--- config.mk ---
export PLATFORM = sky130hd
export DESIGN_NAME = sys_timer
export DESIGN_NICKNAME = d
export VERILOG_FILES = /design/src/rtl/st_pkg.sv /design/src/rtl/st_rtc.sv /design/src/rtl/st_pit.sv /design/src/rtl/st_wdog.sv /design/src/rtl/sys_timer.sv
export SDC_FILE = /design/constraint.sdc
export NUM_CORES = 1
export LEC_CHECK = 0
export ABC_AREA = 1
export BUFFER_PORTS_ARGS = -buffer_cell sky130_fd_sc_hd__buf_2
export CORE_MARGIN = 10
export CORE_UTILIZATION = 49
export DETAILED_ROUTE_END_ITERATION = 10
export PLACE_DENSITY = 0.66
export SLEW_MARGIN = 10
export SYNTH_ARGS = -nofsm -noshare
export SYNTH_HDL_FRONTEND = slang
export SYNTH_SLANG_ARGS = --single-unit
--- constraint.sdc ---
create_clock -name clk -period 3.9 [get_ports clk]
set_input_delay 0.195 -clock clk [delete_from_list [all_inputs] [get_ports clk]]
set_output_delay 0.195 -clock clk [all_outputs]
set_load 0.03 [all_outputs]
--- src/rtl/st_pkg.sv ---
package st_pkg;
  localparam int ST_AW    = 4;
  localparam int ST_FLAGS = 4;

  // register word addresses
  localparam logic [ST_AW-1:0] RA_PERIOD = 4'd0;
  localparam logic [ST_AW-1:0] RA_WDOG   = 4'd1;
  localparam logic [ST_AW-1:0] RA_PRESC  = 4'd2;
  localparam logic [ST_AW-1:0] RA_ALARM  = 4'd3;
  localparam logic [ST_AW-1:0] RA_STATUS = 4'd4;
  localparam logic [ST_AW-1:0] RA_MSET   = 4'd5;
  localparam logic [ST_AW-1:0] RA_MCLR   = 4'd6;
  localparam logic [ST_AW-1:0] RA_MASK   = 4'd7;
  localparam logic [ST_AW-1:0] RA_COUNT  = 4'd8;

  // flag bit positions in status and mask
  localparam int FB_PIT = 0;
  localparam int FB_WDG = 1;
  localparam int FB_INC = 2;
  localparam int FB_ALM = 3;
endpackage

--- src/rtl/st_rtc.sv ---
module st_rtc #(
  parameter int CNT_W   = 20,
  parameter int PRE_W   = 16,
  parameter int PRE_RST = 32768
) (
  input  logic             clk,
  input  logic             rst,
  input  logic             tick,
  input  logic             presc_wr,
  input  logic [PRE_W-1:0] presc_wdata,
  input  logic             alarm_wr,
  input  logic [CNT_W-1:0] alarm_wdata,
  output logic [CNT_W-1:0] cnt,
  output logic [PRE_W-1:0] presc,
  output logic [CNT_W-1:0] alarm,
  output logic             inc_evt,
  output logic             alm_evt
);
  logic [PRE_W-1:0] pre_cnt;
  logic [PRE_W-1:0] pre_last;
  logic [CNT_W-1:0] cnt_nxt;

  // a value of 0 wraps to all ones, giving 2^PRE_W ticks per step
  assign pre_last = presc - 1'b1;
  assign cnt_nxt  = cnt + 1'b1;
  assign inc_evt  = tick && (pre_cnt == pre_last);
  assign alm_evt  = inc_evt && (cnt_nxt == alarm);

  always_ff @(posedge clk) begin
    if (rst) begin
      presc   <= PRE_W'(PRE_RST);
      pre_cnt <= '0;
      cnt     <= '0;
      alarm   <= '0;
    end else begin
      if (presc_wr) begin
        presc   <= presc_wdata;
        pre_cnt <= '0;
      end else if (tick) begin
        pre_cnt <= inc_evt ? '0 : pre_cnt + 1'b1;
      end
      if (inc_evt) cnt <= cnt_nxt;
      if (alarm_wr) alarm <= alarm_wdata;
    end
  end

  assert_cnt_on_tick_R2: assert property (@(posedge clk) disable iff (rst)
    !$stable(cnt) |-> $past(tick));
  assert_cnt_step_R1: assert property (@(posedge clk) disable iff (rst)
    !$stable(cnt) |-> (cnt == $past(cnt) + 1'b1));
endmodule

--- src/rtl/st_pit.sv ---
module st_pit #(
  parameter int PER_W = 16
) (
  input  logic             clk,
  input  logic             rst,
  input  logic             tick,
  input  logic             per_wr,
  input  logic [PER_W-1:0] per_wdata,
  output logic [PER_W-1:0] period,
  output logic             evt
);
  logic [PER_W-1:0] elapsed;

  assign evt = tick && (period != '0) && (elapsed == period - 1'b1);

  always_ff @(posedge clk) begin
    if (rst) begin
      period  <= '0;
      elapsed <= '0;
    end else if (per_wr) begin
      period  <= per_wdata;
      elapsed <= '0;
    end else if (tick && (period != '0)) begin
      elapsed <= evt ? '0 : elapsed + 1'b1;
    end
  end

  assert_pit_range_R5: assert property (@(posedge clk) disable iff (rst)
    (period != '0) |-> (elapsed < period));
endmodule

--- src/rtl/st_wdog.sv ---
module st_wdog #(
  parameter int WD_W = 16
) (
  input  logic            clk,
  input  logic            rst,
  input  logic            tick,
  input  logic            ld,
  input  logic [WD_W-1:0] ld_val,
  output logic            evt
);
  logic [WD_W-1:0] remain;

  assign evt = tick && !ld && (remain == WD_W'(1));

  always_ff @(posedge clk) begin
    if (rst)                         remain <= '0;
    else if (ld)                     remain <= ld_val;
    else if (tick && remain != '0)   remain <= remain - 1'b1;
  end

  assert_wdog_hold_R6: assert property (@(posedge clk) disable iff (rst)
    (remain == '0 && !ld) |=> (remain == '0));
endmodule

--- src/rtl/sys_timer.sv ---
module sys_timer #(
  parameter int CNT_W   = 20,
  parameter int PRE_W   = 16,
  parameter int PRE_RST = 32768,
  parameter int PER_W   = 16,
  parameter int WD_W    = 16,
  parameter int DATA_W  = 32
) (
  input  logic                     clk,
  input  logic                     rst,
  input  logic                     slow_tick,
  input  logic                     bus_wr,
  input  logic                     bus_rd,
  input  logic [st_pkg::ST_AW-1:0] bus_addr,
  input  logic [DATA_W-1:0]        bus_wdata,
  output logic [DATA_W-1:0]        bus_rdata,
  output logic                     irq
);
  import st_pkg::*;

  localparam int NF = ST_FLAGS;

  logic wr_per, wr_wd, wr_pre, wr_alm, wr_set, wr_clr, rd_sts;
  logic [CNT_W-1:0] cnt, alarm;
  logic [PRE_W-1:0] presc;
  logic [PER_W-1:0] period;
  logic inc_evt, alm_evt, pit_evt, wd_evt;
  logic [NF-1:0] set_v, sts_q, sts_d, mask_q, mask_d;
  logic unused_wdata;

  assign wr_per = bus_wr && (bus_addr == RA_PERIOD);
  assign wr_wd  = bus_wr && (bus_addr == RA_WDOG);
  assign wr_pre = bus_wr && (bus_addr == RA_PRESC);
  assign wr_alm = bus_wr && (bus_addr == RA_ALARM);
  assign wr_set = bus_wr && (bus_addr == RA_MSET);
  assign wr_clr = bus_wr && (bus_addr == RA_MCLR);
  assign rd_sts = bus_rd && (bus_addr == RA_STATUS);
  assign unused_wdata = ^bus_wdata;

  st_rtc #(.CNT_W(CNT_W), .PRE_W(PRE_W), .PRE_RST(PRE_RST)) u_rtc (
    .clk(clk), .rst(rst), .tick(slow_tick),
    .presc_wr(wr_pre), .presc_wdata(bus_wdata[PRE_W-1:0]),
    .alarm_wr(wr_alm), .alarm_wdata(bus_wdata[CNT_W-1:0]),
    .cnt(cnt), .presc(presc), .alarm(alarm),
    .inc_evt(inc_evt), .alm_evt(alm_evt));

  st_pit #(.PER_W(PER_W)) u_pit (
    .clk(clk), .rst(rst), .tick(slow_tick),
    .per_wr(wr_per), .per_wdata(bus_wdata[PER_W-1:0]),
    .period(period), .evt(pit_evt));

  st_wdog #(.WD_W(WD_W)) u_wdog (
    .clk(clk), .rst(rst), .tick(slow_tick),
    .ld(wr_wd), .ld_val(bus_wdata[WD_W-1:0]), .evt(wd_evt));

  always_comb begin
    set_v         = '0;
    set_v[FB_PIT] = pit_evt;
    set_v[FB_WDG] = wd_evt;
    set_v[FB_INC] = inc_evt;
    set_v[FB_ALM] = alm_evt;
    // a new event wins over the clear of a same-cycle read
    sts_d  = (rd_sts ? '0 : sts_q) | set_v;
    mask_d = (mask_q | (wr_set ? bus_wdata[NF-1:0] : '0))
             & ~(wr_clr ? bus_wdata[NF-1:0] : '0);
  end

  always_ff @(posedge clk) begin
    if (rst) begin
      sts_q  <= '0;
      mask_q <= '0;
      irq    <= 1'b0;
    end else begin
      sts_q  <= sts_d;
      mask_q <= mask_d;
      irq    <= |(sts_d & mask_d);
    end
  end

  always_ff @(posedge clk) begin
    if (rst) begin
      bus_rdata <= '0;
    end else if (bus_rd) begin
      case (bus_addr)
        RA_PERIOD: bus_rdata <= DATA_W'(period);
        RA_PRESC:  bus_rdata <= DATA_W'(presc);
        RA_ALARM:  bus_rdata <= DATA_W'(alarm);
        RA_STATUS: bus_rdata <= DATA_W'(sts_q);
        RA_MASK:   bus_rdata <= DATA_W'(mask_q);
        RA_COUNT:  bus_rdata <= DATA_W'(cnt);
        default:   bus_rdata <= '0;
      endcase
    end
  end

  assert_read_clears_R8: assert property (@(posedge clk) disable iff (rst)
    (rd_sts && !slow_tick) |=> (sts_q == '0));
  assert_irq_follows_R11: assert property (@(posedge clk) disable iff (rst)
    irq == |(sts_q & mask_q));
  assert_alarm_match_R3: assert property (@(posedge clk) disable iff (rst)
    ($rose(sts_q[FB_ALM]) && $stable(alarm)) |-> (cnt == alarm));
  assert_mask_hold_R10: assert property (@(posedge clk) disable iff (rst)
    (!wr_set && !wr_clr) |=> $stable(mask_q));
endmodule

* After elaboration in Yosys (flattened, before gate mapping)
Index checks and enable logic that the tools add are counted.
** Word-level totals
- Output and inout bits :: 33
- Flip-flop bits (word level) :: 161
- Input port bits :: 41
- Logic and storage cells :: 64
** Operators by class
- Bitwise logic cells :: 5
- Mux-type cells :: 8
- Reduce and logical (&&, ||, !) cells :: 22
- $add $sub $neg :: 6
- Equal/unequal tests :: 12
** Operators by type and width (count)
- $pmux W20 S6 :: 1
- $mux W16 :: 4
- $sub A16 B1 Y16 const B :: 3
- $add A16 B1 Y16 const B :: 2
- $eq A16 B16 Y1 :: 2
- $reduce_bool A16 Y1 :: 2
- $add A20 B1 Y20 const B :: 1
- $eq A20 B20 Y1 :: 1
- $eq A16 B1 Y1 const B :: 1
- $eq A4 B3 Y1 const B :: 4
- $logic_and A1 B1 Y1 :: 14
- $mux W4 :: 3
- $and A4 B4 Y4 :: 2
- $eq A4 B2 Y1 const B :: 2
- $or A4 B4 Y4 :: 2
- $eq A4 B1 Y1 const B :: 1
- $eq A4 B4 Y1 const B :: 1
- $logic_not A4 Y1 :: 1
- $not A4 Y4 :: 1
- $reduce_or A2 Y1 :: 2
- $reduce_or A4 Y1 :: 1
- $reduce_bool A2 Y1 :: 1
- $logic_not A1 Y1 :: 1

* Logic depth before layout (Yosys ltp)
- Depth after elaboration :: 8
- Mapped depth :: 17
- Gate-level depth less buffers :: 17

* Cells and area by module
A second synthesis with hierarchy kept.
** Unflattened totals
- Cells, all modules :: 1521
- Area, all modules :: 9441.6 µm²
** Modules (own cells, without submodules)
- st_rtc :: sequential area each 1441.4 µm², area each 4334.2 µm², cells each 685, times used 1
- st_pit :: sequential area each 640.6 µm², area each 2055.7 µm², cells each 322, times used 1
- sys_timer :: sequential area each 580.6 µm², area each 1838.0 µm², cells each 311, times used 1
- st_wdog :: sequential area each 320.3 µm², area each 1213.7 µm², cells each 203, times used 1

* Worst setup path after synthesis
No wires, ideal clock.
- Path type :: register to register
- Start :: reg u_rtc.presc[0]
- End :: reg u_rtc.cnt[5]
- Path buffers :: 1
- Path slack :: 2034 ps
- Arrival time :: 1753 ps
- Cell stages (with the launch flop) :: 15
- Clock period less this slack :: 1866 ps
- Library setup time :: 113 ps
- Cells stage by stage :: dfxtp_1 -> inv_2 -> ha_1 -> nand2_2 -> nor2_4 -> nand2_1 -> nand2_1 -> nand2_1 -> nor2_2 -> nand3_2 -> nor2_1 -> nand2_2 -> buf_6 -> a21oi_2 -> nor2_1
** On the way
- Longest elaborated chain between the ends :: 3
** RTL lines
- start: declaration :: line st_rtc.sv:14 : output logic [PRE_W-1:0] presc,
- start signal: assignment :: line st_rtc.sv:31 : presc <= PRE_W'(PRE_RST);
- start signal: assignment :: line st_rtc.sv:37 : presc <= presc_wdata;
- $sub A16 B1 Y16 :: line st_rtc.sv:24 : assign pre_last = presc - 1'b1;
- $eq A16 B16 Y1 :: line st_rtc.sv:26 : assign inc_evt = tick && (pre_cnt == pre_last);
- $logic_and A1 B1 Y1 :: line st_rtc.sv:26
- end signal: assignment :: line st_rtc.sv:42 : if (inc_evt) cnt <= cnt_nxt;
- end: declaration :: line st_rtc.sv:13 : output logic [CNT_W-1:0] cnt,
Every way passes these cells.
A chain may end at the register's enable or synchronous reset.

* Worst setup path after layout
- Start :: reg u_rtc.cnt[0]
- End :: reg irq
** On the way
- Longest elaborated chain between the ends :: 6
** RTL lines
- $add A20 B1 Y20 :: line st_rtc.sv:25 : assign cnt_nxt = cnt + 1'b1;
- $eq A20 B20 Y1 :: line st_rtc.sv:27 : assign alm_evt = inc_evt && (cnt_nxt == alarm);
- $logic_and A1 B1 Y1 :: line st_rtc.sv:27
- $or A4 B4 Y4 :: line sys_timer.sv:63 : sts_d = (rd_sts ? '0 : sts_q) | set_v;
- $and A4 B4 Y4 :: line sys_timer.sv:76 : irq <= |(sts_d & mask_d);
- $reduce_or A4 Y1 :: line sys_timer.sv:76
- end signal: assignment :: line sys_timer.sv:76
- end: declaration :: line sys_timer.sv:17 : output logic irq
Every way passes these cells.

==> results.toml <==
[job]
maxCapViolCount = 0

[logic_synthesis]
synthFlopType = "dfxtp_1"
async_flop_share = 0
synthesis.area_sq_um = 8910
synth_edf_count = 0
synth_top_area_frac = 0.335
synth_top_cell_by_area = "dfxtp_1"
yosys.cell_types.count = 51
synth_seq_cells = 149
seq_area_frac_synth = 0.335
ys_warn_count = 0
syn_avg_cell_area_sq_um = 6.56
synth_area_leaders = "dfxtp_1, nand2_1, nor2_1"
netlist_instances = 1357

[global_routing]
grt_use_total = 0.226
grt_antenna_before_repair = 0
grt.overflow.total = 0
grt_max_degree = 47
grt_pass1_vias = 8142
grt_pass1_wl_um = 43500

[critical_path]
cp-start-kind = "flip-flop"
r2r-start = "u_rtc.cnt[0]"
crit_start = "u_rtc.cnt[0]"
critPathMaxFanout = 12
worstSetupPathType = "flip-flop to flip-flop"
r2r_slack_ns = 1.30
cp.required_ns = 4.28
r2r-end = "irq"
critPathMaxStageDelay_ns = 0.52
path_common_cell = "nand2_1"
reg2reg_depth = 16
crit_chain = "inv_1 -> nor2_2 -> nand2_1 -> nand2_1 -> nand2_1 -> nand2_1 -> nand2_1 -> nor2_1 -> nand2_1 -> nor2_1 -> nand2_1 -> nor2_1 -> nand3_1 -> nand2_1 -> nand2_1 -> nand2_1"
worstSetupEndpoint = "irq"
cpMaxStageDelayCell = "nor2_2"
endpoint_kind = "flip-flop"
arrival_ns = 2.98

[cts]
cts_setup_buffers = 0
insertion_delay_ns = 0.43
cts.clk_slew.worst_paths_ns = 0.06
clock_sinks = 149
cts_buffers = 17
cts_hold_buf = 0
cts_root_buffer = "clkbuf_16"
cts_max_level = 4
cts_tree = "yes"
cts.path.max_buffers = 2
post_cts_resized = 0

[sta]
slew_headroom = 0.491
finalHoldViolations = 0
worst_pin_slew_ns = 0.763
fmax_ghz = 0.385
setup_viol = 0
period_share = 0.666
period_needed_ns = 2.60
fin_setup_tns_ns = 0
rsz0062_at_grt = "no"
final_max_slew_viol_count = 0
finalClockSkew_ns = 0.0110

[cells_and_area]
final_cell_mix = "nand2_1, nor2_1, dfxtp_1, inv_1, a21oi_1"
layout-drive-gt1-share = 0.110
seq_area_sq_um = 2980
fin_cells = 1635
antennaDiodeCount = 0
area_growth_pct = 10.9
fillers = 1872
nets = 1442
multi_input_area_sq_um = 5120
final_common_cell = "nand2_1"

[placed_design]
io_buffers = 49
dp.cells = 1603
gp_congestion = 0.942
dpl.hpwl_um = 20200

[pwr]
powerDensity_nw_per_um2 = 430
p_leak_nw = 4.18
peakVddDrop_uv = 329

[route]
drt_iter0_drc = 756
viasPerCell = 5.47
drc = 0
dr.pass1.iters = 5
wl_per_cell_um = 16.7
via_count = 8947
ant_nets = 0
totalWireLength_um = 27200

[floorplanning]
fp.dieW_um = 155
dieArea_sq_um = 24000
ioPinCount = 74
coreArea_sq_um = 17900
initial_utilization = 0.497
num_rows = 49
die_y_um = 155

[hold_path]
min_path_cells = 3
hold_class = "input port to flip-flop"

[status]
status = "completed"
## area by class of cell
| type | count | area share |
|---|---|---|
| Inverter | 154 | 0.0585 |
| Timing Repair Buffer | 56 | 0.0302 |
| Multi-Input combinational cell | 1015 | 0.518 |
| Clock inverter | 11 | 0.0153 |
| Clock buffer | 21 | 0.0466 |
| Sequential cell | 149 | 0.302 |
| Tap cell | 229 | 0.0290 |
## routing by layer
metal  vias up  share of wire  global-route usage  wire length (um)
li1       4503              -                   -                 -
met1      4068           0.46               0.309             12500
met2       330           0.44               0.347             12000
met3        46          0.077              0.0491              2110
met4         0          0.024              0.0688               645
met5         -              0                   0                 0
## worst min-delay path by stage
stage | start | to
floorplan | rst | mask_q[2]
global placement | bus_rdata[6] | bus_rdata[6]
detailed placement | bus_rdata[12] | bus_rdata[12]
CTS | bus_wdata[18] | u_rtc.alarm[18]
global route | bus_wdata[18] | u_rtc.alarm[18]
finish | bus_wdata[16] | u_rtc.alarm[16]
## power by group
| part | switching [mW] | internal, mW |
|---|---|---|
| clock | 0.687 | 1.04 |
| combinational | 0.539 | 0.276 |
| sequential | 0.0940 | 1.61 |
## metrics by stage
stage	worst slack [ns]	util	power (mW)	cell area, sq um	hold slack (ns)
after detailed placement	1.39	0.517	2.54	9260	0.454
after global placement	1.45	0.517	2.53	9260	0.450
after floorplan	2.03	-	2.35	8950	0.282
after CTS	1.38	0.552	4.26	9870	0.0330
final	1.30	0.552	4.25	9870	0.0414
after global routing	1.16	0.552	4.46	9870	0.0398
## worst max-delay path: cells and delay by family, from the launching register on
family / cells / cell delay, ns
buffers and inverters: 1 / 0.13
AND/OR/NAND/NOR: 15 / 1.98
flip-flops: 1 / 0.43
## flip-flops by register name (all words and copies together) (netlist names), 16 cells and up
register and flops:
bus_rdata 20, u_rtc.alarm 20, u_rtc.cnt 20, u_pit.elapsed 16, u_pit.period 16, u_rtc.pre_cnt 16
u_rtc.presc 16, u_wdog.remain 16
## Yosys cell counts, drive strengths merged (2+ instances only)
cell    instances
o21bai          3
nand2         351
and3            2
a21oi         111
and2            3
nand3b          8
inv           154
a31oi          11
a221oi          8
nor3           18
xnor2          14
dfxtp         149
o22ai          27
xor2           30
nand3          76
a311oi          3
a211oi          5
nand4          18
nor4            7
buf            21
nor3b          10
o21ai         109
o31ai           2
clkbuf         29
ha              8
nor2          174
## kinds of logic (layout without fill, tap and decap cells)
logic type,count (synthesis),in the layout,share of synthesized area
compound gates,283,283,0.178
xor+xnor,44,44,0.0433
fa+ha+maj,8,8,0.0112
buf+inv,204,242,0.0953
flops,149,149,0.335
other cells,1,12,0.000421
simple gates,668,668,0.337
Note: power is estimated with default switching activity, not from simulation.
